===== src/rtl/twim_pkg.sv =====
package twim_pkg;

  typedef enum logic [3:0] {
    S_IDLE,
    S_ADDR,
    S_ADDR_ACK,
    S_RX,
    S_RX_WAIT,
    S_RX_ACK,
    S_TX_WAIT,
    S_TX_LOAD,
    S_TX,
    S_TX_ACK
  } twimState_e;

  // strobes from control to datapath
  typedef struct packed {
    logic shiftIn;
    logic latchRx;
    logic loadTx;
    logic shiftTx;
  } dpStrobe_t;

endpackage


===== src/rtl/twim_dpath.sv =====
module twim_dpath
  import twim_pkg::*;
#(
  parameter int ADDR_W = 7
) (
  input  logic              clk,
  input  logic              rstN,
  input  logic              sclIn,
  input  logic              sdaIn,
  input  logic [ADDR_W-1:0] ownAddr,
  input  logic              ownAddrEn,
  input  logic              genCallEn,
  input  logic [ADDR_W:0]   swWrData,
  input  logic              swWrStrobe,
  input  dpStrobe_t         strobe,
  output logic              sclRise,
  output logic              sclFall,
  output logic              startEv,
  output logic              stopEv,
  output logic              addrHit,
  output logic              rwBit,
  output logic              txBit,
  output logic [ADDR_W:0]   rdData
);
  localparam int BYTE_W = ADDR_W + 1;

  logic              sclPrev, sdaPrev;
  logic [BYTE_W-1:0] shiftReg, txShift, txData;
  logic              ownHit, gcHit;

  always_ff @(posedge clk) begin
    if (!rstN) begin
      sclPrev  <= 1'b1;
      sdaPrev  <= 1'b1;
      shiftReg <= '0;
      txShift  <= '1;
      txData   <= '1;
      rdData   <= '0;
    end else begin
      sclPrev <= sclIn;
      sdaPrev <= sdaIn;
      if (strobe.shiftIn) shiftReg <= {shiftReg[BYTE_W-2:0], sdaIn};
      if (strobe.latchRx) rdData <= shiftReg;
      if (swWrStrobe)     txData <= swWrData;
      if (strobe.loadTx)       txShift <= txData;
      else if (strobe.shiftTx) txShift <= {txShift[BYTE_W-2:0], 1'b1};
    end
  end

  assign sclRise = sclIn & ~sclPrev;
  assign sclFall = ~sclIn & sclPrev;
  assign startEv = sclIn & sclPrev & sdaPrev & ~sdaIn;
  assign stopEv  = sclIn & sclPrev & ~sdaPrev & sdaIn;

  assign ownHit  = ownAddrEn && (shiftReg[BYTE_W-1:1] == ownAddr);
  assign gcHit   = genCallEn && (shiftReg[BYTE_W-1:1] == '0);
  assign addrHit = ownHit | gcHit;
  assign rwBit   = shiftReg[0];
  assign txBit   = txShift[BYTE_W-1];

  // captured bit lands in the LSB, older bits move toward the MSB
  a_r1_shift_msb_first: assert property (@(posedge clk) disable iff (!rstN)
    strobe.shiftIn |=> (shiftReg[0] == $past(sdaIn)));

  // an all-zero address hits only with general call enabled or an own address of zero
  a_r2_gc_needs_enable: assert property (@(posedge clk) disable iff (!rstN)
    (addrHit && shiftReg[BYTE_W-1:1] == '0) |-> (genCallEn || (ownAddrEn && ownAddr == '0)));

endmodule


===== src/rtl/twim_ctrl.sv =====
module twim_ctrl
  import twim_pkg::*;
#(
  parameter int ADDR_W = 7
) (
  input  logic      clk,
  input  logic      rstN,
  input  logic      sclIn,
  input  logic      sdaIn,
  input  logic      sclRise,
  input  logic      sclFall,
  input  logic      startEv,
  input  logic      stopEv,
  input  logic      addrHit,
  input  logic      rwBit,
  input  logic      txBit,
  input  logic      swWrStrobe,
  input  logic      swRdStrobe,
  input  logic      newMatchClr,
  output dpStrobe_t strobe,
  output logic      sclDrvLow,
  output logic      sdaDrvLow,
  output logic      matchFlag,
  output logic      newMatchFlag,
  output logic      xmitFlag,
  output logic      bufEmpty,
  output logic      irq
);
  localparam int BYTE_W = ADDR_W + 1;
  localparam int CNT_W  = $clog2(BYTE_W + 1);
  localparam logic [CNT_W-1:0] CNT_FULL = CNT_W'(BYTE_W);
  localparam logic [CNT_W-1:0] CNT_LAST = CNT_W'(BYTE_W - 1);

  twimState_e       state;
  logic [CNT_W-1:0] bitCnt;
  logic             rxFull, ackSeen;

  always_comb begin
    strobe    = '0;
    sdaDrvLow = 1'b0;
    sclDrvLow = 1'b0;
    case (state)
      S_ADDR:     strobe.shiftIn = sclRise;
      S_ADDR_ACK: sdaDrvLow = 1'b1;
      S_RX: begin
        strobe.shiftIn = sclRise;
        strobe.latchRx = sclFall && (bitCnt == CNT_FULL);
      end
      S_RX_WAIT: begin
        sdaDrvLow = 1'b1;
        sclDrvLow = 1'b1;
      end
      S_RX_ACK:  sdaDrvLow = 1'b1;
      S_TX_WAIT: begin
        sclDrvLow     = 1'b1;
        strobe.loadTx = !bufEmpty;
      end
      S_TX_LOAD: begin
        sclDrvLow = 1'b1;
        sdaDrvLow = !txBit;
      end
      S_TX: begin
        sdaDrvLow      = !txBit;
        strobe.shiftTx = sclFall;
      end
      default: ;
    endcase
  end

  always_ff @(posedge clk) begin
    if (!rstN) begin
      state        <= S_IDLE;
      bitCnt       <= '0;
      matchFlag    <= 1'b0;
      newMatchFlag <= 1'b0;
      xmitFlag     <= 1'b0;
      bufEmpty     <= 1'b0;
      rxFull       <= 1'b0;
      ackSeen      <= 1'b0;
    end else begin
      if (newMatchClr) newMatchFlag <= 1'b0;
      if (swRdStrobe)  rxFull <= 1'b0;
      if (swWrStrobe)  bufEmpty <= 1'b0;
      if (startEv) begin
        state     <= S_ADDR;
        bitCnt    <= '0;
        matchFlag <= 1'b0;
        xmitFlag  <= 1'b0;
        bufEmpty  <= 1'b0;
        rxFull    <= 1'b0;
      end else if (stopEv) begin
        state     <= S_IDLE;
        matchFlag <= 1'b0;
        bufEmpty  <= 1'b0;
        rxFull    <= 1'b0;
      end else begin
        case (state)
          S_ADDR:
            if (sclRise) bitCnt <= bitCnt + 1'b1;
            else if (sclFall && bitCnt == CNT_FULL) begin
              if (addrHit) begin
                state        <= S_ADDR_ACK;
                matchFlag    <= 1'b1;
                newMatchFlag <= 1'b1;
                xmitFlag     <= rwBit;
                bufEmpty     <= rwBit;
              end else begin
                state <= S_IDLE;
              end
            end
          S_ADDR_ACK:
            if (sclFall) begin
              bitCnt <= '0;
              state  <= xmitFlag ? S_TX_WAIT : S_RX;
            end
          S_RX:
            if (sclRise) bitCnt <= bitCnt + 1'b1;
            else if (sclFall && bitCnt == CNT_FULL) begin
              rxFull <= 1'b1;
              state  <= S_RX_WAIT;
            end
          S_RX_WAIT: if (!rxFull) state <= S_RX_ACK;
          S_RX_ACK:
            if (sclFall) begin
              bitCnt <= '0;
              state  <= S_RX;
            end
          S_TX_WAIT: if (!bufEmpty) state <= S_TX_LOAD;
          S_TX_LOAD: begin
            bitCnt <= '0;
            state  <= S_TX;
          end
          S_TX:
            if (sclFall) begin
              bitCnt <= bitCnt + 1'b1;
              if (bitCnt == CNT_LAST) state <= S_TX_ACK;
            end
          S_TX_ACK:
            if (sclRise) ackSeen <= !sdaIn;
            else if (sclFall) begin
              if (ackSeen) begin
                bufEmpty <= 1'b1;
                state    <= S_TX_WAIT;
              end else begin
                state <= S_IDLE;
              end
            end
          default: state <= S_IDLE;
        endcase
      end
    end
  end

  assign irq = newMatchFlag | rxFull | bufEmpty;

  // the slave's SDA drive only moves while SCL is low
  a_r8_sda_moves_scl_low: assert property (@(posedge clk) disable iff (!rstN)
    !$stable(sdaDrvLow) |-> !sclIn);

  // a received byte waiting for software keeps SCL held
  a_r7_hold_while_full: assert property (@(posedge clk) disable iff (!rstN)
    rxFull |-> sclDrvLow);

  // the empty-buffer flag only exists in transmit direction
  a_r5_empty_only_tx: assert property (@(posedge clk) disable iff (!rstN)
    bufEmpty |-> xmitFlag);

  // a hit at the end of the address byte acknowledges and flags it
  a_r4_match_acks: assert property (@(posedge clk) disable iff (!rstN)
    (state == S_ADDR && sclFall && bitCnt == CNT_FULL && addrHit && !startEv && !stopEv)
    |=> (sdaDrvLow && newMatchFlag && matchFlag));

  // a master NACK leaves SDA released and the buffer not requested
  a_r9_nack_release: assert property (@(posedge clk) disable iff (!rstN)
    (state == S_TX_ACK && sclFall && !ackSeen && !startEv && !stopEv)
    |=> (!sdaDrvLow && !bufEmpty && !sclDrvLow));

endmodule


===== src/rtl/twi_slave_matcher.sv =====
module twi_slave_matcher
  import twim_pkg::*;
#(
  parameter int ADDR_W = 7
) (
  input  logic              clk,
  input  logic              rstN,
  input  logic              sclIn,
  input  logic              sdaIn,
  output logic              sclDrvLow,
  output logic              sdaDrvLow,
  input  logic [ADDR_W-1:0] ownAddr,
  input  logic              ownAddrEn,
  input  logic              genCallEn,
  input  logic [ADDR_W:0]   swWrData,
  input  logic              swWrStrobe,
  input  logic              swRdStrobe,
  input  logic              newMatchClr,
  output logic [ADDR_W:0]   rdData,
  output logic              matchFlag,
  output logic              newMatchFlag,
  output logic              xmitFlag,
  output logic              bufEmpty,
  output logic              irq
);
  dpStrobe_t strobe;
  logic sclRise, sclFall, startEv, stopEv, addrHit, rwBit, txBit;

  twim_dpath #(.ADDR_W(ADDR_W)) u_dpath (
    .clk(clk), .rstN(rstN), .sclIn(sclIn), .sdaIn(sdaIn),
    .ownAddr(ownAddr), .ownAddrEn(ownAddrEn), .genCallEn(genCallEn),
    .swWrData(swWrData), .swWrStrobe(swWrStrobe), .strobe(strobe),
    .sclRise(sclRise), .sclFall(sclFall), .startEv(startEv), .stopEv(stopEv),
    .addrHit(addrHit), .rwBit(rwBit), .txBit(txBit), .rdData(rdData)
  );

  twim_ctrl #(.ADDR_W(ADDR_W)) u_ctrl (
    .clk(clk), .rstN(rstN), .sclIn(sclIn), .sdaIn(sdaIn),
    .sclRise(sclRise), .sclFall(sclFall), .startEv(startEv), .stopEv(stopEv),
    .addrHit(addrHit), .rwBit(rwBit), .txBit(txBit),
    .swWrStrobe(swWrStrobe), .swRdStrobe(swRdStrobe), .newMatchClr(newMatchClr),
    .strobe(strobe), .sclDrvLow(sclDrvLow), .sdaDrvLow(sdaDrvLow),
    .matchFlag(matchFlag), .newMatchFlag(newMatchFlag), .xmitFlag(xmitFlag),
    .bufEmpty(bufEmpty), .irq(irq)
  );

endmodule


===== config.mk =====
export PLATFORM = sky130hd
export DESIGN_NAME = twi_slave_matcher
export DESIGN_NICKNAME = d
export VERILOG_FILES = /design/src/rtl/twim_pkg.sv /design/src/rtl/twim_dpath.sv /design/src/rtl/twim_ctrl.sv /design/src/rtl/twi_slave_matcher.sv
export SDC_FILE = /design/constraint.sdc
export NUM_CORES = 1
export LEC_CHECK = 0
export CAP_MARGIN = 20
export CORE_UTILIZATION = 40
export CTS_CLUSTER_SIZE = 30
export DETAILED_ROUTE_END_ITERATION = 12
export GPL_TIMING_DRIVEN = 0
export PLACE_DENSITY = 0.66
export SYNTH_ARGS = -nofsm -noshare
export SYNTH_HDL_FRONTEND = slang
export SYNTH_HIERARCHICAL = 1
export SYNTH_SLANG_ARGS = --single-unit

===== constraint.sdc =====
create_clock -name clk -period 3 [get_ports clk]
set_clock_uncertainty 0.1 [all_clocks]
set_input_delay 0.75 -clock clk [delete_from_list [all_inputs] [get_ports clk]]
set_output_delay 0.75 -clock clk [all_outputs]
set_load 0.01 [all_outputs]

# After elaboration in Yosys (flattened, before gate mapping)
# Cells that the tools add are included.
[word_totals]
reg_bits = 48
[op_classes]
add_sub_neg = 1
n_eq_ne = 38
muxes = 49
n_bitwise = 18
reduce_logical = 22
[op_table]
columns = ["op", "count"]
rows = [
  ["two-way mux 4 bit", 15],
  ["one-hot mux 4 bit (9 select lines)", 1],
  ["inequality test 4 x 3 -> 1 bit, second input constant", 7],
  ["two-way mux 1 bit", 25],
  ["AND reduction 12 bit", 2],
  ["equality test 4 x 3 -> 1 bit, second input constant", 5],
  ["inequality test 4 bit, second input constant", 5],
  ["inequality test 2 x 1 -> 1 bit, second input constant", 9],
  ["two-way mux 8 bit", 2],
  ["one-hot mux 4 bit (4 select lines)", 1],
  ["equality test 4 bit, second input constant", 3],
  ["inequality test 2 bit, second input constant", 5],
  ["AND reduction 5 bit", 2],
  ["OR reduction 3 bit", 3],
  ["equality test 4 x 2 -> 1 bit, second input constant", 2],
  ["inverter 1 bit", 8],
  ["AND reduction 4 bit", 2],
  ["OR reduction 2 bit", 4],
  ["AND 1 bit", 7],
  ["equality test 7 bit", 1],
  ["logical NOT 7 bit", 1],
  ["two-way mux 3 bit", 2],
  ["adder 4 x 1 -> 4 bit, second input constant", 1],
  ["equality test 4 x 1 -> 1 bit, second input constant", 1],
  ["other kinds (7)", 14],
]

# Logic depth before layout (Yosys ltp)
[logic_depth]
word_depth = 9
mapped_depth = 8
ltp_nobuf = 8

# Modules after synthesis
# Netlist, hierarchy kept.
[by_module_without_submodules]
columns = ["mod", "n_inst", "cells_each", "area_per_inst_um2"]
rows = [
  ["twim_dpath", 1, 134, 1456.4],
  ["twim_ctrl", 1, 126, 1008.5],
]

# Worst setup path before layout
# OpenSTA, ideal clock, no wires.
[synth_timing]
path_type = "input-to-reg"
from = "in ownAddr[2]"
to = "reg u_ctrl.xmitFlag"
arrival_time_ns = 2.201
t_required_ns = 2.782
setup_slack_ns = 0.581
cell_stages = 8
path_cell_list = "xnor2_1 > nand4_1 > o21ai_0 > or4b_2 > nor3_4 > nand2_1 > mux2i_1 > nor2_1"
[synth_via]
elab_chain_len = 4
[synth_rtl]
columns = ["element", "line", "source"]
rows = [
  ["from (decl)", "twi_slave_matcher.sv:12", "input logic [ADDR_W-1:0] ownAddr,"],
  ["equality test 7 bit", "twim_dpath.sv:55", "assign ownHit = ownAddrEn && (shiftReg[BYTE_W-1:1] == ownAddr);"],
  ["logical AND 1 bit", "twim_dpath.sv:55", ""],
  ["bitwise OR 1 bit", "twim_dpath.sv:57", "assign addrHit = ownHit | gcHit;"],
  ["net addrHit", "twi_slave_matcher.sv:27", "logic sclRise, sclFall, startEv, stopEv, addrHit, rwBit, txBit;"],
  ["AND reduction 5 bit (no source line)", "--", ""],
  ["to (signal assigned)", "twim_ctrl.sv:105", "xmitFlag <= rwBit;"],
  ["to (decl)", "twim_ctrl.sv:25", "output logic xmitFlag,"],
]
# The timed path passes the listed nets, and every way through them passes these cells.
# A chain may end at the register's enable or synchronous reset.

# Final worst setup path
[layout_timing]
from = "in genCallEn"
to = "reg u_ctrl.xmitFlag"
[layout_via]
elab_chain_len = 3
[layout_rtl]
columns = ["element", "line", "source"]
rows = [
  ["from (decl)", "twi_slave_matcher.sv:14", "input logic genCallEn,"],
  ["logical AND 1 bit", "twim_dpath.sv:56", "assign gcHit = genCallEn && (shiftReg[BYTE_W-1:1] == '0);"],
  ["bitwise OR 1 bit", "twim_dpath.sv:57", ""],
  ["net addrHit", "twi_slave_matcher.sv:27", ""],
  ["AND reduction 5 bit (no source line)", "--", ""],
]
# The timed path passes the listed nets, and every way through them passes these cells.

==> results.txt <==
TritonCTS Buffers - 5
vias in the first global route - 1858
Distinct cells, synth - 51
CTS H-Tree Depth - 2
TNS Setup - 0 ns
drt pass-1 iters - 4
Placer Congestion - 0.884
critical path depth - 9
status - finished clean
ant diodes - 0
DR vias - 1968
Layout fillers - 561
DRT antenna net count - 0
Static Leakage - 1.09 nW
reg2reg end - u_ctrl/xmitFlag
Reg2Reg Setup Slack - 0.62 ns
ranking of synthesized cells by area - dfxtp_1, mux2i_1, nor2b_1
synth cell count leaders - dfxtp_1, mux2i_1, nand2_1, nor2b_1, nor2_1
CP most frequent cell - nand2_1
DRC Markers - 0
Final WS setup - 0.188 ns
IR drop worst, VDD - 0.000223 V
GRT Residual Overflow - 0
max incr delay on CP - 0.65 ns
I/O pin cnt - 39
first-pass GRT wire length - 8.94 mm
die area - 6480 um^2
die height - 80.5 um
Clock Tree Buf Depth - 2
Tmin final - 2.81 ns
flops & latches, synth - 48
CP arrival - 2.91 ns
Power Dens Cells - 416 nW/um^2
startpoint type of the worst setup path - primary input
Area Overhead vs Synth - 25.1%
RSZ-0062 raised after global routing - false
highest clock rate - 356 MHz
initial DRC count - 121
Hold Crit Class - flop to flop
FF-to-FF path depth - 8
DR vias/cell - 5.15
net count after synthesis - 286
top-count cell post-synth - dfxtp_1
# port buffers - 38
initial antenna violation count - 0
Ys Warns - 6
largest delay contributor family on the critical path - simple AND/OR/NAND/NOR gates
cell row count - 28
Slew Limit Fails - 0
Starting Density - 41.6%
synthesized instance count - 260
Worst path slowest cell - or4b_2
CP endpoint kind - flop
crit path kind - primary input to flop
mapped cell area - 2460 um^2
Least-Margin Pin Slew - 0.664 ns
Root Driver - clkbuf_8
crit path cell chain - clkdlybuf4s50_1 -> nor4b_1 -> nand2_1 -> o21ai_1 -> or4b_2 -> nor3_4 -> nand2_1 -> mux2i_1 -> nor2_1
normalized max-slew margin - 55.6%
width of the chip - 80.5 um
maxcap violations - 0
Skew-Pair Late Insertion Delay - 0.30 ns
pre-CTS setup slack - -0.220 ns
fin nets - 332
post-synth top area share - 39.0%
CP max FO - 5
ys flop type - dfxtp_1
GRT Total Usage - 17.8%
Worst R2R Start - u_dpath/shiftReg[3]
required time worst endpoint - 3.10 ns
CTS tree - built
Post-synth ARST share - 0%
Tcrit/Tclk final - 93.7%
Buf/Inv on CP - 1
Critical Path Start - genCallEn
share of cells above drive strength 1 - 12.7%
Routed wire per std cell - 13.6 um
crit path to - u_ctrl/xmitFlag
Sink Count - 48
cell taking the most area after synthesis - dfxtp_1
sequential fraction of the synthesis area - 39.0%
largest net degree at the start of global routing - 17
Detail Placement HPWL - 3.73 mm
Post-Route WL - 5.19 mm
syn_area_per_cell - 9.48 um^2
Hold Vio Cnt, Final - 0
final setup fails - 0
Post-synth EDFFs - 0
Reg clk slew, reported paths - 0.09 ns
cts hold-fix bufs - 0
core area - 5920 um^2
==> tightest hold or removal path, cell delays in order (launching register included) <==
cell and delay, ns:
dfxtp_1 0.34, mux2i_1 0.07, nand2_1 0.05
==> worst min path at each step <==
stage                                  from                  to  depth (start not counted)
after global placement    u_dpath/txData[3]  u_dpath/txShift[3]                          2
after detailed placement  u_dpath/txData[2]   u_dpath/txData[2]                          2
after floorplan           u_dpath/txData[7]   u_dpath/txData[7]                          2
after global routing      u_dpath/txData[4]  u_dpath/txShift[4]                          2
after CTS                 u_dpath/txData[4]  u_dpath/txShift[4]                          2
final                     u_dpath/txData[4]  u_dpath/txShift[4]                          2
==> what timing repair did <==
item / CTS / global route
pin swaps: 0 / 0
buffers inserted: 0 / 1
endpoints found under the setup margin: 1 / 3
gates resized for setup: 1 / 6
==> through the flow <==
stage | util (%) | total power [W] | instances | instance area, um^2 | hold WS [ns]
4_1_cts | 51.7 | 0.00130 | 381 | 3060 | 0.389
3_3_place_gp | 49.6 | 0.000814 | 373 | 2940 | 0.360
5_1_grt | 52.1 | 0.00135 | 382 | 3080 | 0.405
2_1_floorplan | - | 0.000758 | 260 | 2460 | 0.341
6_report | 52.1 | 0.00128 | 382 | 3080 | 0.386
3_5_place_dp | 49.6 | 0.000816 | 373 | 2940 | 0.366
==> area by class of cell <==
| class | instances | area, um^2 | share of cell area (%) |
|---|---|---|---|
| Inverter | 5 | 18.8 | 0.609 |
| Tap cell | 75 | 93.8 | 3.04 |
| Buffer | 13 | 72.6 | 2.35 |
| Clock inverter | 3 | 46.3 | 1.50 |
| Clock buffer | 5 | 68.8 | 2.23 |
| Multi-Input combinational cell | 194 | 1430 | 46.4 |
| Timing Repair Buffer | 39 | 390 | 12.7 |
| Sequential cell | 48 | 961 | 31.2 |
==> per-layer routing <==
| metal | up-vias | share of wire (%) | global-route usage, % |
|---|---|---|---|
| met5 | - | 0 | 0 |
| met4 | 0 | 0.52 | 6.25 |
| met3 | 2 | 4.5 | 3.98 |
| met2 | 42 | 47 | 28.2 |
| met1 | 915 | 48 | 23.4 |
| li1 | 1009 | - | - |
==> logic make-up after synthesis <==
logic type,share of synthesized area [%]
fa+ha+maj,1.02
xor+xnor,2.84
compound gates,9.59
buf+inv,3.65
simple gates,25.4
flops,39.0
mux,18.5
==> where the power goes <==
part | total, W | leakage [nW] | internal (W) | switching [W]
Sequential | 0.000660 | 0.389 | 0.000648 | 0.0000118
Combinational | 0.000143 | 0.650 | 0.0000730 | 0.0000703
Clock | 0.000478 | 0.0548 | 0.000251 | 0.000227
==> cells in the final DEF, fill, tap and decap left out, types with 2 or more instances in the layout <==
cell type,count
o22ai_1,2
a21o_1,3
or3b_2,2
nand4_1,3
nand2b_1,8
nand3_1,2
xnor2_1,8
mux2_4,7
buf_4,3
clkbuf_1,3
nor2b_1,24
nand4b_1,2
o21ai_1,2
clkdlybuf4s50_1,37
nor3b_1,3
ha_1,2
nor3_1,3
nor4b_1,2
a22oi_1,2
inv_1,4
nor4_2,2
mux2i_1,35
dfxtp_1,48
nand2_1,27
a21oi_1,7
o21ai_0,7
buf_2,6
a31oi_1,3
and3_1,3
clkbuf_8,5
nor2_1,12
and2_1,2
==> flip-flops by register name (all words and copies together), names as in the netlist <==
| register | count |
|---|---|
| u_dpath/sdaPrev | 1 |
| u_dpath/txData | 8 |
| u_ctrl/state | 4 |
| u_ctrl/ackSeen | 1 |
| u_ctrl/matchFlag | 1 |
| u_ctrl/rxFull | 1 |
| u_ctrl/bufEmpty | 1 |
| u_ctrl/xmitFlag | 1 |
| u_dpath/rdData | 8 |
| u_dpath/shiftReg | 8 |
| u_dpath/sclPrev | 1 |
| u_ctrl/bitCnt | 4 |
| u_dpath/txShift | 8 |
| u_ctrl/newMatchFlag | 1 |
Note: power is estimated with default switching activity, not from simulation.
